[src/rtl/pause_pkg.sv]
`timescale 1ns/1ps
package pause_pkg;
  localparam int QUANTA_W = 16;
  localparam int HDR_LEN  = 18;
  localparam int IDX_W    = $clog2(HDR_LEN + 1);
  localparam int QHI_POS  = 16;
  localparam int QLO_POS  = 17;

  // byte positions compared against a fixed value
  function automatic logic hdr_checked(input logic [IDX_W-1:0] pos);
    return (pos < IDX_W'(6)) || ((pos >= IDX_W'(12)) && (pos < IDX_W'(16)));
  endfunction

  function automatic logic [7:0] hdr_byte(input logic [IDX_W-1:0] pos);
    logic [7:0] b;
    case (pos)
      IDX_W'(0):  b = 8'h01;
      IDX_W'(1):  b = 8'h80;
      IDX_W'(2):  b = 8'hC2;
      IDX_W'(5):  b = 8'h01;
      IDX_W'(12): b = 8'h88;
      IDX_W'(13): b = 8'h08;
      IDX_W'(15): b = 8'h01;
      default:    b = 8'h00;
    endcase
    return b;
  endfunction
endpackage

[src/rtl/pause_rx_parser.sv]
`timescale 1ns/1ps
module pause_rx_parser
  import pause_pkg::*;
(
  input  logic                clk,
  input  logic                rst_n,
  input  logic                rx_valid,
  input  logic                rx_sof,
  input  logic                rx_eof,
  input  logic                rx_good,
  input  logic [7:0]          rx_data,
  output logic                evt_o,
  output logic [QUANTA_W-1:0] quanta_o
);
  logic [IDX_W-1:0]    idx_q, idx_d, pos;
  logic                match_q, match_d, match_now, byte_ok;
  logic [QUANTA_W-1:0] field_q, field_d;
  logic                evt_q, evt_d;
  logic [QUANTA_W-1:0] quanta_q, quanta_d;

  always_comb begin
    pos       = rx_sof ? '0 : idx_q;
    byte_ok   = !hdr_checked(pos) || (rx_data == hdr_byte(pos));
    match_now = (rx_sof ? 1'b1 : match_q) && byte_ok;
    idx_d     = idx_q;
    match_d   = match_q;
    field_d   = field_q;
    evt_d     = 1'b0;
    quanta_d  = quanta_q;
    if (rx_valid) begin
      idx_d   = (pos == IDX_W'(HDR_LEN)) ? pos : pos + IDX_W'(1);
      match_d = match_now;
      if (pos == IDX_W'(QHI_POS)) field_d[15:8] = rx_data;
      if (pos == IDX_W'(QLO_POS)) field_d[7:0]  = rx_data;
      if (rx_eof) begin
        evt_d    = rx_good && match_now && (pos >= IDX_W'(QLO_POS));
        quanta_d = (pos == IDX_W'(QLO_POS)) ? {field_q[15:8], rx_data} : field_q;
      end
    end
  end

  always_ff @(posedge clk or negedge rst_n) begin
    if (!rst_n) begin
      idx_q    <= '0;
      match_q  <= 1'b0;
      field_q  <= '0;
      evt_q    <= 1'b0;
      quanta_q <= '0;
    end else begin
      idx_q    <= idx_d;
      match_q  <= match_d;
      field_q  <= field_d;
      evt_q    <= evt_d;
      quanta_q <= quanta_d;
    end
  end

  assign evt_o    = evt_q;
  assign quanta_o = quanta_q;

  AST_EVT_AFTER_GOOD_END: assert property (@(posedge clk) disable iff (!rst_n)
    evt_q |-> $past(rx_valid && rx_eof && rx_good));
endmodule

[src/rtl/pause_quanta_timer.sv]
`timescale 1ns/1ps
module pause_quanta_timer
  import pause_pkg::*;
#(
  parameter int DATA_W = 256
) (
  input  logic                clk,
  input  logic                rst_n,
  input  logic                load_evt,
  input  logic [QUANTA_W-1:0] load_val,
  input  logic                enable,
  input  logic                run,
  input  logic                tick,
  output logic                active_o
);
  localparam int TPQ   = 512 / DATA_W;
  localparam int SUB_W = (TPQ > 1) ? $clog2(TPQ) : 1;

  logic                load, step;
  logic [QUANTA_W-1:0] count_q, count_d;

  assign load = load_evt && enable;

  generate
    if (TPQ == 1) begin : g_direct
      assign step = tick && run && !load;
    end else begin : g_prescale
      logic [SUB_W-1:0] sub_q, sub_d;
      always_comb begin
        sub_d = sub_q;
        step  = 1'b0;
        if (load) begin
          sub_d = '0;
        end else if (tick && run && (count_q != '0)) begin
          if (sub_q == SUB_W'(TPQ - 1)) begin
            sub_d = '0;
            step  = 1'b1;
          end else begin
            sub_d = sub_q + SUB_W'(1);
          end
        end
      end
      always_ff @(posedge clk or negedge rst_n) begin
        if (!rst_n) sub_q <= '0;
        else        sub_q <= sub_d;
      end
    end
  endgenerate

  always_comb begin
    count_d = count_q;
    if (load)                          count_d = load_val;
    else if (step && (count_q != '0))  count_d = count_q - QUANTA_W'(1);
  end

  always_ff @(posedge clk or negedge rst_n) begin
    if (!rst_n) count_q <= '0;
    else        count_q <= count_d;
  end

  assign active_o = (count_q != '0);

  AST_LOAD_TAKES_VALUE: assert property (@(posedge clk) disable iff (!rst_n)
    (load_evt && enable) |=> (count_q == $past(load_val)));
  AST_NO_GROWTH_UNLOADED: assert property (@(posedge clk) disable iff (!rst_n)
    !(load_evt && enable) |=> (count_q <= $past(count_q)));
  AST_FROZEN_WHEN_NOT_RUN: assert property (@(posedge clk) disable iff (!rst_n)
    (!(load_evt && enable) && !run) |=> $stable(count_q));
  AST_STEP_AT_MOST_ONE: assert property (@(posedge clk) disable iff (!rst_n)
    (!(load_evt && enable) && (count_q != '0)) |=>
      ((count_q == $past(count_q)) || (count_q == $past(count_q) - QUANTA_W'(1))));
endmodule

[src/rtl/pause_tx_boundary.sv]
`timescale 1ns/1ps
module pause_tx_boundary (
  input  logic clk,
  input  logic rst_n,
  input  logic pause_req,
  input  logic tx_valid,
  input  logic tx_sof,
  input  logic tx_eof,
  output logic tx_ready,
  output logic hold_o
);
  logic in_frame_q, in_frame_d, sof_acc;

  assign tx_ready = in_frame_q || !pause_req;
  assign hold_o   = pause_req && !in_frame_q;
  assign sof_acc  = tx_valid && tx_sof && tx_ready;

  always_comb begin
    in_frame_d = in_frame_q;
    if (tx_valid && tx_eof && (in_frame_q || sof_acc)) in_frame_d = 1'b0;
    else if (sof_acc)                                   in_frame_d = 1'b1;
  end

  always_ff @(posedge clk or negedge rst_n) begin
    if (!rst_n) in_frame_q <= 1'b0;
    else        in_frame_q <= in_frame_d;
  end

  AST_NO_START_UNDER_HOLD: assert property (@(posedge clk) disable iff (!rst_n)
    (pause_req && !in_frame_q) |=> !in_frame_q);
endmodule

[src/rtl/pause_tx_gate.sv]
`timescale 1ns/1ps
module pause_tx_gate
  import pause_pkg::*;
#(
  parameter int DATA_W = 256
) (
  input  logic       clk,
  input  logic       rst_n,
  input  logic       rx_valid,
  input  logic       rx_sof,
  input  logic       rx_eof,
  input  logic       rx_good,
  input  logic [7:0] rx_data,
  input  logic       cfg_rx_pause_en,
  input  logic       cfg_tx_xoff_en,
  input  logic       quanta_tick,
  input  logic       tx_valid,
  input  logic       tx_sof,
  input  logic       tx_eof,
  output logic       tx_ready,
  output logic       tx_hold
);
  logic                pause_evt;
  logic [QUANTA_W-1:0] pause_val;
  logic                pause_req;

  pause_rx_parser u_parser (
    .clk(clk), .rst_n(rst_n), .rx_valid(rx_valid), .rx_sof(rx_sof),
    .rx_eof(rx_eof), .rx_good(rx_good), .rx_data(rx_data),
    .evt_o(pause_evt), .quanta_o(pause_val));

  pause_quanta_timer #(.DATA_W(DATA_W)) u_timer (
    .clk(clk), .rst_n(rst_n), .load_evt(pause_evt), .load_val(pause_val),
    .enable(cfg_rx_pause_en && cfg_tx_xoff_en), .run(tx_hold),
    .tick(quanta_tick), .active_o(pause_req));

  pause_tx_boundary u_boundary (
    .clk(clk), .rst_n(rst_n), .pause_req(pause_req), .tx_valid(tx_valid),
    .tx_sof(tx_sof), .tx_eof(tx_eof), .tx_ready(tx_ready), .hold_o(tx_hold));

  AST_HOLD_MEANS_NOT_READY: assert property (@(posedge clk) disable iff (!rst_n)
    tx_hold |-> !tx_ready);
endmodule

[config.mk]
export PLATFORM = sky130hd
export DESIGN_NAME = pause_tx_gate
export DESIGN_NICKNAME = d
export VERILOG_FILES = /design/src/rtl/pause_pkg.sv /design/src/rtl/pause_rx_parser.sv /design/src/rtl/pause_quanta_timer.sv /design/src/rtl/pause_tx_boundary.sv /design/src/rtl/pause_tx_gate.sv
export SDC_FILE = /design/constraint.sdc
export NUM_CORES = 1
export LEC_CHECK = 0
export CORE_UTILIZATION = 35
export DETAILED_ROUTE_END_ITERATION = 8
export DONT_BUFFER_PORTS = 1
export PLACE_DENSITY = 0.47
export SETUP_SLACK_MARGIN = 0.02
export SYNTH_ARGS = -nofsm -noshare
export SYNTH_HDL_FRONTEND = slang
export SYNTH_SLANG_ARGS = --single-unit
[constraint.sdc]
create_clock -name clk -period 2.4 [get_ports clk]
set_input_delay 0.48 -clock clk [delete_from_list [all_inputs] [get_ports clk]]
set_output_delay 0.48 -clock clk [all_outputs]
set_load 0.02 [all_outputs]
==> results of run 1 <==
==> synth_stat cells (2+ instances only) <==
master and count:
nor2b_1 2, mux2i_1 9, or3_1 4, buf_2 3, xnor2_1 3, o211a_1 2
a2111oi_0 2, xor2_1 5, nand2_1 29, mux2_2 25, nand3b_1 2, nand3_1 8
nor2_1 19, nor3_1 9, inv_1 12, and3_1 2, and3_2 2, dfrtp_1 57
o21ai_0 21, a21oi_1 10, a21o_1 3, nand4_1 2, ha_1 4, a31oi_1 10
o211ai_1 3, nand2b_1 6, or4_1 3, and2_1 2, or3_2 2, clkbuf_1 7
==> final timing paths <==
path / startpoint / endpoint / slack [ps] / cells past startpoint
worst max-delay path: u_timer.count_q[0] / tx_ready / 110 / 7
worst min-delay path: tx_valid / u_boundary.in_frame_q / 220 / 1
worst max register to register: u_timer.count_q[0] / u_timer.count_q[1] / 180 / 8
worst min register to register: u_parser.quanta_o[7] / u_timer.count_q[7] / 480 / 2
max in group asynchronous: rst_n / u_parser.field_q[3] / 1460 / 2
min in group asynchronous: rst_n / u_timer.count_q[15] / 690 / 2
==> cell type report <==
cell class              count  area, um^2
clock buffers              11       151.4
clock inverters             5       53.80
fillers                   820        4831
inverters                  12       45.04
multi-input cells         210        1469
flip-flops and latches     57        1426
well taps                 105       131.4
repair buffers             11       108.9
==> metal layers <==
metal	global-route usage, %	vias to the layer above	part of all wire [%]
li1	-	1071	-
met1	22.26	1055	49
met2	27.13	34	46
met3	4.935	4	3.8
met4	7.436	0	0.79
met5	0	-	0
==> critical path, stage by stage, from the launching register on <==
cell and delay [ps]:
dfrtp_1 390, inv_2 70, ha_1 160, or3b_4 410
nor3_4 140, nand2_2 110, nand2b_4 90, buf_6 110
==> flip-flops by register name, summed over array words and instances, names as in the netlist <==
register	flops
u_boundary.in_frame_q	1
u_parser.evt_o	1
u_parser.field_q	16
u_parser.idx_q	5
u_parser.match_q	1
u_parser.quanta_o	16
u_timer.count_q	16
u_timer.g_prescale.sub_q	1
==> stage by stage <==
stage	cells	worst slack, ps	util, %	setup TNS (ps)	hold WS [ps]
after floorplan	290	147.0	-	0	184.4
after global placement	392	324.5	37.72	0	187.4
after detailed placement	392	290.8	37.72	0	187.5
after CTS	411	36.38	40.96	0	197.7
after global routing	411	-4.078	41.21	-4.078	199.3
final	411	106.2	41.21	0	223.7
==> cells by family after synthesis <==
family	after synthesis	share of synthesized area, %
xor gates and xnor gates	8	2.368
adders and majority gates	4	1.691
AOI/OAI and AO/OA	61	13.28
DFF	57	48.20
and+or+nand+nor	103	18.65
muxes	34	12.56
buffers and inverters	23	3.256
==> power by group through the flow <==
| stage | clock network (mW) | registers, mW | logic (mW) |
|---|---|---|---|
| final | 0.929 | 1.67 | 0.969 |
| after global routing | 1.01 | 1.72 | 1.10 |
| after CTS | 0.962 | 1.66 | 0.962 |
| after detailed placement | 0 | 1.67 | 0.910 |
| after global placement | 0 | 1.66 | 0.892 |
| after floorplan | 0 | 1.57 | 0.768 |
==> repair_timing <==
action                                 in CTS  in global routing
setup buffers                               1                  0
hold buffers                                2                  0
resized for setup                           3                  7
setup endpoints to repair                   2                  5
pin swaps                                   1                  0
endpoints found under the hold margin      57                  0
==> impl_metrics.json, run 1 <==
{
  "final.min_clock_period_ps": 2294,
  "fp-row-count": 33,
  "tightest_slew_ps": 539.4,
  "setup_viol": 0,
  "clock_skew_ps": 9.456,
  "gp_congestion": 0.8050,
  "pwr-share-seq_pct": 46.7,
  "io_buffers": 0,
  "die_w_um": 93.95,
  "grt_usage_pct": 17.33,
  "arrival_ps": 1810,
  "synth_area_leader_cell": "dfrtp_1",
  "syn_nets": 314,
  "synth_warnings": 0,
  "synth.avg_cell_area_um2": 10.20,
  "drive_above_1_share_pct": 23.53,
  "antenna_left": 0,
  "cts_num_sinks": 57,
  "cts_max_path_buffers": 2,
  "yosysUniqueCellTypes": 52,
  "outcome": "finished clean",
  "placed_cell_area_um2": 3099,
  "maxCapViolations": 0,
  "power_density_nw_per_um2": 1053,
  "initial_core_util_pct": 36.01,
  "coreArea_um2": 8217,
  "finalHoldViolCount": 0,
  "layout.nets": 325,
  "postLayoutCellArea_um2": 3386,
  "drtIter0Drc": 109,
  "relSlewSlack_pct": 63.93,
  "clk_pin_slew_ps": 70,
  "n_antenna_cell": 0,
  "root_buffer": "clkbuf_8",
  "h-tree-depth": 3,
  "die_area_um2": 8827,
  "first_pass_iters": 4,
  "final_cell_mix": "dfrtp_1, nand2_1, mux2_2",
  "grt_max_degree": 58,
  "ios": 22,
  "route.detailed.drc": 0,
  "combPwrFrac_pct": 27.2,
  "critPathCaptureType": "output pin",
  "netSwitchingFraction_pct": 32.80,
  "min_path_type": "input pin to register",
  "syn_area_um2": 2959,
  "switchingPower_mw": 1.169,
  "ys_top_cells_by_area": "dfrtp_1, mux2_2, nand2_1",
  "leakage_nw": 1.458,
  "grt_pass1_vias": 2232,
  "rsz0062_at_grt": "true",
  "worstSkewPairLatency_ps": 330,
  "internal_power_mw": 2.395,
  "synth_enable_flop_cells": 0,
  "finalCritPeriodShare_pct": 95.58,
  "crit_path_max_fanout": 2,
  "overflow": 0,
  "start_kind": "register",
  "cts_made_buffers": 9,
  "dpl.hpwl_um": 4714,
  "area_growth_pct": 14.42,
  "required_ps": 1920,
  "slew_viol_final": 0,
  "synth_top_area_share_pct": 48.20,
  "synth_async_sr_flop_share_pct": 100.0,
  "grt_pass1_wl_um": 11440,
  "vias_per_cell": 5.265,
  "final_common_cell": "dfrtp_1",
  "fmax_mhz": 436.0,
  "avgRoutedWirePerCell_um": 16.53,
  "cts_tree": "yes",
  "power.total_mw": 3.564,
  "dieHeight_um": 93.95,
  "peakVddDrop_mv": 0.2982,
  "pwr-share-clk_pct": 26.1,
  "routed-via-count": 2164,
  "postSynthCellCount": 290,
  "synth-seq-cells": 57,
  "synth_flop_cell": "dfrtp_1",
  "path_class": "register to output pin",
  "wl_um": 6793,
  "ys_seq_area_share_pct": 48.20,
  "grt_antenna_before_repair": 0
}
Note: power is estimated with default switching activity, not from simulation.
==> run 2: changes to the inputs <==
- clock period: 2.4 -> 2.8 ns (I/O delays scaled with it)
==> impl_metrics.json, run 2 (synthesized netlist as in run 1, its figures left out) <==
{
  "outcome": "finished clean",
  "cts_made_buffers": 9,
  "route.detailed.drc": 0,
  "final.min_clock_period_ps": 2508,
  "cp_cell_sequence": "inv_1, ha_1, or3b_4, nor3_1, buf_4, nand2_1, nand2b_1, buf_4",
  "leakage_nw": 1.441,
  "avgRoutedWirePerCell_um": 16.23,
  "relSlewSlack_pct": 56.54,
  "dpl.cell_count": 388,
  "crit_start": "u_timer.count_q[0]",
  "start_kind": "register",
  "netSwitchingFraction_pct": 30.00,
  "root_buffer": "clkbuf_8",
  "die_area_um2": 8827,
  "antenna_left": 0,
  "h-tree-depth": 3,
  "routed-via-count": 2138,
  "fmax_mhz": 398.8,
  "reg2reg_depth": 7,
  "dpl.hpwl_um": 4617,
  "worstSkewPairLatency_ps": 330,
  "rrSetupSlack_ps": 680,
  "die_w_um": 93.95,
  "crit_path_frequent_cell": "buf_4",
  "cp_slowest_cell": "or3b_4",
  "grt_pass1_wl_um": 11160,
  "coreArea_um2": 8217,
  "cts_resized": 0,
  "final_common_cell": "dfrtp_1",
  "area_growth_pct": 13.53,
  "fillers": 812,
  "layout.nets": 319,
  "arrival_ps": 1950,
  "r2r-start": "u_timer.count_q[0]",
  "pwr-share-seq_pct": 44.4,
  "internal_power_mw": 2.237,
  "peakVddDrop_mv": 0.3364,
  "power_density_nw_per_um2": 951.1,
  "maxCapViolations": 0,
  "gp_congestion": 0.7871,
  "crit_path_max_fanout": 5,
  "pwr-share-clk_pct": 31.3,
  "grt_usage_pct": 16.93,
  "min_path_type": "input pin to asynchronous set/reset pin",
  "io_buffers": 0,
  "critPathCaptureType": "output pin",
  "slowest_delay_ps": 410,
  "postLayoutCellArea_um2": 3359,
  "clock_skew_ps": 7.051,
  "slew_viol_final": 0,
  "fin_setup_tns_ps": 0,
  "cts_tree": "yes",
  "reg2reg_to": "u_timer.count_q[1]",
  "fp-row-count": 33,
  "overflow": 0,
  "fin_cells": 405,
  "switchingPower_uw": 958.5,
  "clk_pin_slew_ps": 70,
  "final_cell_mix": "dfrtp_1, nand2_1, mux2_2",
  "post_cts_buffers": 0,
  "setup_viol": 0,
  "wl_um": 6573,
  "finalHoldViolCount": 0,
  "finalCritPeriodShare_pct": 89.56,
  "ios": 22,
  "tightest_slew_ps": 650.4,
  "drtIter0Drc": 82,
  "cts_num_sinks": 57,
  "grt_pass1_vias": 2101,
  "placed_cell_area_um2": 3069,
  "combPwrFrac_pct": 24.3,
  "n_antenna_cell": 0,
  "drive_above_1_share_pct": 19.67,
  "grt_antenna_before_repair": 0,
  "vias_per_cell": 5.279,
  "first_pass_iters": 6,
  "initial_core_util_pct": 36.01,
  "hold_ws_ps": 103.1,
  "rsz0062_at_grt": "false",
  "grt_max_degree": 58,
  "path_class": "register to output pin",
  "worstSetupEndpoint": "tx_ready",
  "dieHeight_um": 93.95,
  "required_ps": 2240,
  "cts_max_path_buffers": 2,
  "power.total_mw": 3.195
}
==> run 2: cell types whose count changed in the layout (fill, tap and decap cells not counted), sizes merged <==
cell         change
clkinvlp         +1
clkinv           -4
bufinv           +2
dlygate4sd3      -1
buf              -5
clkbuf           +1
==> run 2: how the worst min path moves through the flow <==
stage,from,endpoint,slack (ps),depth (start not counted)
floorplan,rst_n,u_boundary.in_frame_q,260,0
global placement,rst_n,u_timer.count_q[13],270,0
detailed placement,rst_n,u_timer.count_q[11],270,0
CTS,rst_n,u_parser.quanta_o[10],100,1
global route,rst_n,u_parser.quanta_o[12],110,1
finish,rst_n,u_timer.count_q[8],100,1
==> run 2: what timing repair did <==
action	4_1_cts	5_1_grt
hold buffers	1	0
setup endpoints to repair	0	0
hold endpoints to repair	57	0
==> run 2: critical path, delay by kind of cell (launching register included) <==
kind / cells / cell delay, ps
fa+ha+maj: 1 / 160
simple gates: 4 / 710
buf+inv: 3 / 390
flops: 1 / 380
==> run 2: cell type report <==
cell class,instances,area (um^2),area share (%)
Multi-Input combinational cell,210,1436,42.76
Sequential cell,57,1426,42.46
Tap cell,105,131.4,3.911
Inverter,12,45.04,1.341
Clock inverter,4,97.59,2.905
Timing Repair Buffer,5,57.56,1.713
Clock buffer,12,165.2,4.916
==> run 2: power groups by stage <==
stage	Clock (mW)	Sequential (mW)	Combinational [mW]
final	0.999	1.42	0.776
after global routing	1.07	1.47	0.885
after CTS	1.02	1.42	0.786
after detailed placement	0	1.44	0.760
after global placement	0	1.43	0.750
after floorplan	0	1.34	0.658
==> run 2: metal layers <==
metal	GRT usage, %	up-vias	share of wire [%]
met1	23.31	1037	50
met5	0	-	0
li1	-	1060	-
met3	3.641	9	3.6
met2	25.85	32	45
met4	6.538	0	1.6
==> run 2: stage by stage <==
step | util, % | setup slack (ps)
after floorplan | - | 467.0
after global placement | 37.35 | 664.9
after detailed placement | 37.35 | 637.8
after CTS | 40.89 | 266.0
after global routing | 40.89 | 92.63
final | 40.89 | 292.3
